--- config.mk ---
export PLATFORM = sky130hd
export DESIGN_NAME = uart_cmd_unit
export DESIGN_NICKNAME = d
export VERILOG_FILES = /design/src/rtl/uart_cmd_pkg.sv /design/src/rtl/uart_cmd_txpath.sv /design/src/rtl/uart_cmd_ctrl.sv /design/src/rtl/uart_cmd_unit.sv
export SDC_FILE = /design/constraint.sdc
export NUM_CORES = 1
export LEC_CHECK = 0
export BUFFER_PORTS_ARGS = -buffer_cell sky130_fd_sc_hd__buf_4
export CORE_UTILIZATION = 56
export DETAILED_ROUTE_END_ITERATION = 10
export PLACE_DENSITY = 0.95
export SLEW_MARGIN = 40
export SYNTH_ARGS = -nofsm -noshare
export SYNTH_HDL_FRONTEND = slang
export SYNTH_SLANG_ARGS = --single-unit
--- constraint.sdc ---
create_clock -name clk -period 6.05 [get_ports clk]
set_input_delay 0.605 -clock clk [delete_from_list [all_inputs] [get_ports clk]]
set_output_delay 0.605 -clock clk [all_outputs]
set_load 0.02 [all_outputs]
--- src/rtl/uart_cmd_pkg.sv ---
package uart_cmd_pkg;

  localparam int CMD_LSB = 4;
  localparam int CMD_MSB = 6;

  typedef enum logic [2:0] {
    CMD_NOP      = 3'b000,
    CMD_MR_RST   = 3'b001,
    CMD_RX_RST   = 3'b010,
    CMD_TX_RST   = 3'b011,
    CMD_ERR_CLR  = 3'b100,
    CMD_BCHG_CLR = 3'b101,
    CMD_BRK_ON   = 3'b110,
    CMD_BRK_OFF  = 3'b111
  } cmdCode_t;

  typedef struct packed {
    logic load;
    logic shift;
    logic brkOn;
    logic brkOff;
  } txStrobe_t;

endpackage

--- src/rtl/uart_cmd_txpath.sv ---
module uart_cmd_txpath
  import uart_cmd_pkg::*;
#(
  parameter int DATA_W = 8
) (
  input  logic              clk,
  input  logic              rstN,
  input  txStrobe_t         strobe,
  input  logic              wrEn,
  input  logic              wrAllow,
  input  logic [DATA_W-1:0] wrData,
  output logic              holdFull,
  output logic              busy,
  output logic              lastBit,
  output logic              txd
);

  localparam int FRAME_W = DATA_W + 1;
  localparam int CNT_W   = $clog2(FRAME_W + 1);

  logic [DATA_W-1:0]  holdReg;
  logic [FRAME_W-1:0] shiftReg;
  logic [CNT_W-1:0]   bitsLeft;

  assign lastBit = busy && (bitsLeft == '0);

  always_ff @(posedge clk or negedge rstN) begin
    if (!rstN) begin
      holdReg  <= '0;
      holdFull <= 1'b0;
      shiftReg <= '0;
      bitsLeft <= '0;
      busy     <= 1'b0;
      txd      <= 1'b1;
    end else begin
      if (strobe.load) begin
        shiftReg <= {1'b1, holdReg};
        bitsLeft <= CNT_W'(FRAME_W);
        busy     <= 1'b1;
        holdFull <= 1'b0;
        txd      <= 1'b0;
      end else if (strobe.shift) begin
        if (bitsLeft == '0) begin
          busy <= 1'b0;
        end else begin
          txd      <= shiftReg[0];
          shiftReg <= shiftReg >> 1;
          bitsLeft <= bitsLeft - 1'b1;
        end
      end
      if (strobe.brkOn) begin
        txd  <= 1'b0;
        busy <= 1'b0;
      end
      if (strobe.brkOff) begin
        txd <= 1'b1;
      end
      if (wrEn && wrAllow && !holdFull) begin
        holdReg  <= wrData;
        holdFull <= 1'b1;
      end
    end
  end

endmodule

--- src/rtl/uart_cmd_ctrl.sv ---
module uart_cmd_ctrl
  import uart_cmd_pkg::*;
#(
  parameter int RX_DEPTH = 4,
  parameter int ERR_W    = 4,
  localparam int CNT_W   = $clog2(RX_DEPTH + 1)
) (
  input  logic             clk,
  input  logic             rstN,
  input  logic             cmdWrEn,
  input  logic [2:0]       cmdField,
  input  logic             bitTick,
  input  logic             txEnable,
  input  logic             rxEnable,
  input  logic             ctsN,
  input  logic             rxPush,
  input  logic             rxPop,
  input  logic [ERR_W-1:0] errSet,
  input  logic             breakChg,
  input  logic             mrAccess,
  input  logic             holdFull,
  input  logic             busy,
  input  logic             lastBit,
  output txStrobe_t        strobe,
  output logic             txEnabled,
  output logic             rxEnabled,
  output logic [CNT_W-1:0] rxCount,
  output logic [ERR_W-1:0] errFlags,
  output logic             deltaBreak,
  output logic             mrPtr,
  output logic             breakActive,
  output logic             breakPend
);

  logic     cmdValid;
  cmdCode_t cmdCode;
  logic     stopPend;
  logic     markGuard;
  logic     canStart;
  logic     doPush;
  logic     doPop;
  logic     overrun;

  // decoded one-shot actions, one cycle after the write
  logic actMr, actRx, actTx, actErr, actBchg, actBrkOn, actBrkOff;

  always_ff @(posedge clk or negedge rstN) begin
    if (!rstN) begin
      cmdValid <= 1'b0;
      cmdCode  <= CMD_NOP;
    end else begin
      cmdValid <= cmdWrEn;
      cmdCode  <= cmdCode_t'(cmdField);
    end
  end

  always_comb begin
    actMr     = cmdValid && (cmdCode == CMD_MR_RST);
    actRx     = cmdValid && (cmdCode == CMD_RX_RST);
    actTx     = cmdValid && (cmdCode == CMD_TX_RST);
    actErr    = cmdValid && (cmdCode == CMD_ERR_CLR);
    actBchg   = cmdValid && (cmdCode == CMD_BCHG_CLR);
    actBrkOn  = cmdValid && (cmdCode == CMD_BRK_ON);
    actBrkOff = cmdValid && (cmdCode == CMD_BRK_OFF);
  end

  // transmit sequencing on bit ticks
  assign canStart = !busy || lastBit;

  always_comb begin
    strobe = '0;
    if (bitTick) begin
      if (breakPend && canStart) begin
        strobe.brkOn = 1'b1;
      end else if (breakActive && stopPend) begin
        strobe.brkOff = 1'b1;
      end else if (markGuard) begin
        strobe = '0;
      end else if (canStart && holdFull && txEnabled && !ctsN &&
                   !breakActive && !breakPend) begin
        strobe.load = 1'b1;
      end else if (busy) begin
        strobe.shift = 1'b1;
      end
    end
  end

  always_ff @(posedge clk or negedge rstN) begin
    if (!rstN) begin
      breakPend   <= 1'b0;
      breakActive <= 1'b0;
      stopPend    <= 1'b0;
      markGuard   <= 1'b0;
    end else begin
      if (strobe.brkOn) begin
        breakPend   <= 1'b0;
        breakActive <= 1'b1;
      end
      if (strobe.brkOff) begin
        breakActive <= 1'b0;
        stopPend    <= 1'b0;
        markGuard   <= 1'b1;
      end else if (bitTick && markGuard) begin
        markGuard <= 1'b0;
      end
      if (actBrkOn && txEnabled && !breakActive) begin
        breakPend <= 1'b1;
      end
      if (actBrkOff) begin
        if (breakPend && !strobe.brkOn) begin
          breakPend <= 1'b0;
        end else if (breakActive || strobe.brkOn) begin
          stopPend <= 1'b1;
        end
      end
    end
  end

  // enables, pointer and flags
  assign doPush  = rxPush && rxEnabled && (rxCount != CNT_W'(RX_DEPTH));
  assign doPop   = rxPop && (rxCount != '0);
  assign overrun = rxPush && rxEnabled && (rxCount == CNT_W'(RX_DEPTH)) && !rxPop;

  always_ff @(posedge clk or negedge rstN) begin
    if (!rstN) begin
      txEnabled  <= 1'b0;
      rxEnabled  <= 1'b0;
      rxCount    <= '0;
      errFlags   <= '0;
      deltaBreak <= 1'b0;
      mrPtr      <= 1'b0;
    end else begin
      if (actTx)         txEnabled <= 1'b0;
      else if (txEnable) txEnabled <= 1'b1;

      if (actRx) begin
        rxEnabled <= 1'b0;
        rxCount   <= '0;
      end else begin
        if (rxEnable) rxEnabled <= 1'b1;
        if (doPush && !doPop)      rxCount <= rxCount + 1'b1;
        else if (doPop && !doPush) rxCount <= rxCount - 1'b1;
      end

      if (actErr) errFlags <= '0;
      else        errFlags <= errFlags | errSet | {{(ERR_W-1){1'b0}}, overrun};

      if (actBchg)       deltaBreak <= 1'b0;
      else if (breakChg) deltaBreak <= 1'b1;

      if (actMr)         mrPtr <= 1'b0;
      else if (mrAccess) mrPtr <= 1'b1;
    end
  end

endmodule

--- src/rtl/uart_cmd_unit.sv ---
module uart_cmd_unit
  import uart_cmd_pkg::*;
#(
  parameter int DATA_W   = 8,
  parameter int RX_DEPTH = 4,
  parameter int ERR_W    = 4,
  localparam int CNT_W   = $clog2(RX_DEPTH + 1)
) (
  input  logic              clk,
  input  logic              rstN,
  input  logic              cmdWrEn,
  input  logic [7:0]        cmdWrData,
  input  logic              bitTick,
  input  logic              txEnable,
  input  logic              rxEnable,
  input  logic              txWrEn,
  input  logic [DATA_W-1:0] txWrData,
  input  logic              ctsN,
  input  logic              rxPush,
  input  logic              rxPop,
  input  logic [ERR_W-1:0]  errSet,
  input  logic              breakChg,
  input  logic              mrAccess,
  output logic              txd,
  output logic              txBreak,
  output logic              txEnabled,
  output logic              txReady,
  output logic              txEmpty,
  output logic              rxEnabled,
  output logic              rxReady,
  output logic              fifoFull,
  output logic [CNT_W-1:0]  rxCount,
  output logic [ERR_W-1:0]  errFlags,
  output logic              deltaBreak,
  output logic              mrPtr
);

  txStrobe_t strobe;
  logic      holdFull;
  logic      busy;
  logic      lastBit;
  logic      breakActive;
  logic      breakPend;

  uart_cmd_ctrl #(.RX_DEPTH(RX_DEPTH), .ERR_W(ERR_W)) u_ctrl (
    .clk(clk), .rstN(rstN), .cmdWrEn(cmdWrEn),
    .cmdField(cmdWrData[CMD_MSB:CMD_LSB]), .bitTick(bitTick),
    .txEnable(txEnable), .rxEnable(rxEnable), .ctsN(ctsN),
    .rxPush(rxPush), .rxPop(rxPop), .errSet(errSet), .breakChg(breakChg),
    .mrAccess(mrAccess), .holdFull(holdFull), .busy(busy), .lastBit(lastBit),
    .strobe(strobe), .txEnabled(txEnabled), .rxEnabled(rxEnabled),
    .rxCount(rxCount), .errFlags(errFlags), .deltaBreak(deltaBreak),
    .mrPtr(mrPtr), .breakActive(breakActive), .breakPend(breakPend)
  );

  uart_cmd_txpath #(.DATA_W(DATA_W)) u_txpath (
    .clk(clk), .rstN(rstN), .strobe(strobe), .wrEn(txWrEn),
    .wrAllow(txEnabled), .wrData(txWrData), .holdFull(holdFull),
    .busy(busy), .lastBit(lastBit), .txd(txd)
  );

  assign txBreak  = breakActive;
  assign txReady  = txEnabled && !holdFull;
  assign txEmpty  = txEnabled && !holdFull && !busy && !breakActive && !breakPend;
  assign rxReady  = (rxCount != '0);
  assign fifoFull = (rxCount == CNT_W'(RX_DEPTH));

endmodule

* Word level (Yosys, flattened, before mapping)
Cells that the tools add are included.
Storage, ports and cells: register bits after elaboration 43, latch bits 0, bits in writable memories 0, ROM bits 0, input bits 32, logic and storage cells 145, memories kept 0
Operators by class: add/subtract/negate cells 3, multipliers 0, div/mod/pow operators 0, $lt $le $gt $ge 0, equality and inequality tests 11, shift-type cells 0, muxes and demuxes 51, bitwise logic cells 2, reduce and logical (&&, ||, !) cells 60
Operators by type and width (number):
- two-way mux 1 bit | 37
- logical AND 1 bit | 32
- two-way mux 9 bit | 3
- two-way mux 4 bit | 5
- nonzero test 2 bit | 8
- equality test 3 bit, second input constant | 5
- two-way mux 3 bit | 4
- nonzero test 3 bit | 4
- logical NOT 1 bit | 9
- equality test 3 x 2 -> 1 bit, second input constant | 2
- AND reduction 2 bit | 3
- logical NOT 4 bit | 1
- two-way mux 2 bit | 2
- != test 4 bit, second input constant | 1
- bitwise OR 4 x 1 -> 4 bit | 1
- bitwise OR 4 bit | 1
- nonzero test 4 bit | 1
- subtractor 4 x 1 -> 4 bit, second input constant | 1
- adder 3 x 1 -> 3 bit, second input constant | 1
- equality test 3 x 1 -> 1 bit, second input constant | 1
- != test 3 bit, second input constant | 1
- subtractor 3 x 1 -> 3 bit, second input constant | 1
- logical OR 1 bit | 2
- != test 2 bit, second input constant | 1

* Longest topological paths before layout
depth after elaboration 17, gate-level depth with buffers 8

* Hierarchy
From an unflattened synthesis, not the netlist that was laid out.
Second synthesis, totals: cells, all modules 187, area, all modules 2052.0 sq um
By module, submodules not included:
- uart_cmd_txpath | instances 1, cells each 92, area an instance 1107.3 sq um
- uart_cmd_ctrl | instances 1, cells each 91, area an instance 902.1 sq um
- uart_cmd_unit | instances 1, cells each 4, area an instance 42.5 sq um

* Worst setup path before layout
No wires, ideal clock.
kind register to register, start reg u_ctrl.rxCount[1], end reg u_ctrl.rxCount[2], setup time 0.077 ns, arrival time 2.245 ns, data required time 5.973 ns, path slack 3.728 ns, stages on the path, launching flop included 9, path buffers 0, period minus slack after synthesis 2.322 ns, cells stage by stage dfrtp_1 -> or3_1 -> nand2_1 -> ha_1 -> inv_1 -> fa_1 -> xor2_1 -> or3_1 -> a21oi_1
On the way: cells in the longest elaborated chain, start to end 6, elaborated cells between the ends (all ways) 14
Ends and longest elaborated chain:
- start: declaration | line uart_cmd_ctrl.sv:27 | output logic [CNT_W-1:0] rxCount,
- start signal: assignment | line uart_cmd_ctrl.sv:141 | if (doPush && !doPop) rxCount <= rxCount + 1'b1;
- start signal: assignment | line uart_cmd_ctrl.sv:142 | else if (doPop && !doPush) rxCount <= rxCount - 1'b1;
- nonzero test 3 bit (*)
- net rxReady | line uart_cmd_unit.sv:30 | output logic rxReady,
- logical AND 1 bit (*) | line uart_cmd_ctrl.sv:121 | assign doPop = rxPop && (rxCount != '0);
- logical NOT 1 bit | line uart_cmd_ctrl.sv:141
- logical AND 1 bit | line uart_cmd_ctrl.sv:141
- two-way mux 3 bit | line uart_cmd_ctrl.sv:141
- two-way mux 3 bit | line uart_cmd_ctrl.sv:136 | if (actRx) begin
Mark *: on every way through the listed nets, which the timed path passes. The rest lies on a longest branch. The select of a mux whose other input is x is not followed. A chain may end at the register's enable or synchronous reset.

* Worst setup path after layout
start reg u_ctrl.rxCount[1], end reg u_ctrl.rxCount[2]
On the way: cells in the longest elaborated chain, start to end 6, elaborated cells between the ends (all ways) 14
Ends and longest elaborated chain:
- branches (longest 6 deep; another with subtractor 3 x 1 -> 3 bit)
Several ways; the timed one is not identified. The select of a mux whose other input is x is not followed.

==> metrics.txt <==
status=finished clean; Worst-Margin Slew=0.7024 ns; Crit Path Category=reg -> reg; DR vias=1432; Residual DRC=0; first-pass GRT wire length=6016 µm; CTS tree=yes; Worst Path Required=6.31 ns; clock buffer depth=2; initial DRC count=95; Util after Layout=0.7417; Seq/Total Area, Yosys=0.5609; worst-skew pair later-pin latency=0.33 ns; Slew headroom=0.5317; Core ar.=0.003153 mm²; Final Hold Vio Count=0; TritonCTS Buffers=5; Placer Congestion=0.8831; design area=0.002338 mm²; Pins Over Slew Limit=0; Chip Width=60.57 µm; worst r2r dst=u_ctrl.rxCount[2]; Area growth syn-to-layout=21.76%; 1st-pass router iterations=4; Tot GR Track Use=0.2274; gr ovfl total=0; setup bufs post-CTS=0; Worst Clk Skew=0.01377 ns; antenna violations before repair=0; FF-to-FF Start=u_ctrl.rxCount[1]; most frequent cells in the layout=43 x buf_4, 42 x dfrtp_1, 17 x nor2_1, 13 x nand2_1; Hold/Removal Path Class=in -> async; share of layout cells above drive strength 1=0.3223; EDFF count, synth=0; period utilisation layout=0.3727; setup TNS=0 ns; synth warn=0; CP arrival=2.51 ns; cts hold-fix bufs=0; Synth Register Bits=43; Post-Syn Instances=165; clk slew on worst S/H paths=0.12 ns; critical path, cell by cell=or3_1 > nand2_1 > ha_1 > inv_1 > fa_1 > xor2_1 > or3_1 > a21oi_1; full die area=0.003668 mm²; R2R Setup Slk=3.80 ns; Synth async-reset ratio=1.000; maximum vdd drop=0.0002275 V; CP top delay family=simple AND/OR/NAND/NOR gates; post-cts repair resize count=0; Max Cap Violations=0; post-detailed-route count of antenna-violating nets=0; Critical Path Slowest Stage Cell=dfrtp_1; CTS Sinks=43; Rows=20; crit path time final=2.255 ns; number of diodes=0; Most used DFF post-synth=dfrtp_1; most used cell, CP=or3_1; syn_area_per_cell=11.64 µm²; largest fanout on the critical path=5; max incr delay on CP=0.45 ns; Bufs and invs on worst path=1; vias per cell=5.616; synth unique cells=39; I/O Pins=49; hold slack final=0.2323 ns; # nets final=246; crit path capture type=flop; Initial Util=0.6091; Die Ht=60.57 µm; Fill cells=236; number of port buffers=43; Netlist Area Pre-Place=0.001921 mm²; most common cell after layout, fill and taps aside=buf_4; R2R cell count=8; largest net degree at the start of global routing=44; CP Launch Type=flop; leakage=1.121 nW; DR WL/cell=14.33 µm; final setup fails=0; Root Buffer=clkbuf_4; Fmax achieved=443.5 MHz; Tot Pwr=0.9945 mW; unrepaired setup endpoints after global routing=no; placed cell area=0.002270 mm²; pwr/cell area=425.3 mW/mm²; H-tree lvl count=2; Mapped Nets=201; detailed placement HPWL=2677 µm; routed wire length=3654 µm; vias in the first global route=1360
==> power by group <==
group	total [mW]	internal (mW)	switching [mW]
registers	0.477	0.384	0.0929
clock network	0.151	0.0685	0.0822
logic	0.367	0.183	0.184
total	0.995	0.635	0.359
==> worst max path at each step <==
stage                            startpoint           endpoint  slack (ns)  depth (start not counted)
after CTS                 u_ctrl.rxCount[1]  u_ctrl.rxCount[2]        3.79                          8
after detailed placement  u_ctrl.rxCount[1]  u_ctrl.rxCount[2]        3.81                          8
final                     u_ctrl.rxCount[1]  u_ctrl.rxCount[2]        3.80                          8
after global routing      u_ctrl.rxCount[1]  u_ctrl.rxCount[2]        3.66                          8
after global placement    u_ctrl.rxCount[1]  u_ctrl.rxCount[2]        3.89                          8
after floorplan           u_ctrl.rxCount[1]  u_ctrl.rxCount[2]        3.73                          8
==> per-stage QoR <==
step / std cells / setup WS, ns
final: 255 / 3.795
after detailed placement: 247 / 3.811
after CTS: 255 / 3.788
after global placement: 247 / 3.894
after global routing: 255 / 3.664
after floorplan: 165 / 3.728
==> kinds of logic after synthesis <==
kind of cell,after synthesis,share of synthesized area
DFF,43,0.5609
buffers and inverters,12,0.02867
and+or+nand+nor,52,0.1394
adders and majority gates,4,0.02997
muxes,10,0.05733
xor gates and xnor gates,2,0.009122
AOI/OAI and AO/OA,42,0.1746
==> state kept, by name, summed over array words and instances, names as in the netlist <==
name                flops
u_txpath.shiftReg       9
u_txpath.holdReg        8
u_ctrl.errFlags         4
u_txpath.bitsLeft       4
u_ctrl.cmdCode          3
u_ctrl.rxCount          3
u_ctrl.breakActive      1
u_ctrl.breakPend        1
u_ctrl.cmdValid         1
u_ctrl.deltaBreak       1
u_ctrl.markGuard        1
u_ctrl.mrPtr            1
u_ctrl.rxEnabled        1
u_ctrl.stopPend         1
u_ctrl.txEnabled        1
u_txpath.busy           1
u_txpath.holdFull       1
u_txpath.txd            1
==> synthesized netlist by cell type (all sizes together) (2+ instances only) <==
| cell type | instances | area share |
|---|---|---|
| a31oi | 3 | 0.0098 |
| a22o | 8 | 0.036 |
| nor2 | 17 | 0.033 |
| a32oi | 2 | 0.0091 |
| mux2i | 2 | 0.010 |
| xor2 | 2 | 0.0091 |
| nor3 | 2 | 0.0052 |
| o21ai | 4 | 0.010 |
| mux2 | 8 | 0.047 |
| o2bb2ai | 2 | 0.0091 |
| a21oi | 5 | 0.013 |
| inv | 7 | 0.014 |
| dfrtp | 42 | 0.55 |
| nor2b | 5 | 0.016 |
| or3 | 2 | 0.0065 |
| nand3 | 2 | 0.0052 |
| ha | 3 | 0.020 |
| nand2 | 13 | 0.025 |
| nor3b | 3 | 0.012 |
| a21o | 11 | 0.047 |
| a211oi | 2 | 0.0078 |
| nand2b | 2 | 0.0065 |
| buf | 3 | 0.011 |
| clkbuf | 2 | 0.0039 |
==> final cells by class <==
cell class,instances,area [µm²],area share
Multi-Input combinational cell,110,788.3,0.3371
Sequential cell,43,1077,0.4607
Inverter,7,26.28,0.01124
Tap cell,44,55.05,0.02354
Clock buffer,8,68.82,0.02943
Timing Repair Buffer,43,322.8,0.1380
==> per-layer routing <==
metal  vias to the layer above  wire length [µm]  GRT usage
li1                        682                 -          -
met1                       718              1592     0.2973
met2                        30              1913     0.3752
met3                         2               123    0.04478
met4                         0                25    0.09416
met5                         -                 0          0
Power figures use the tool's default switching activity.
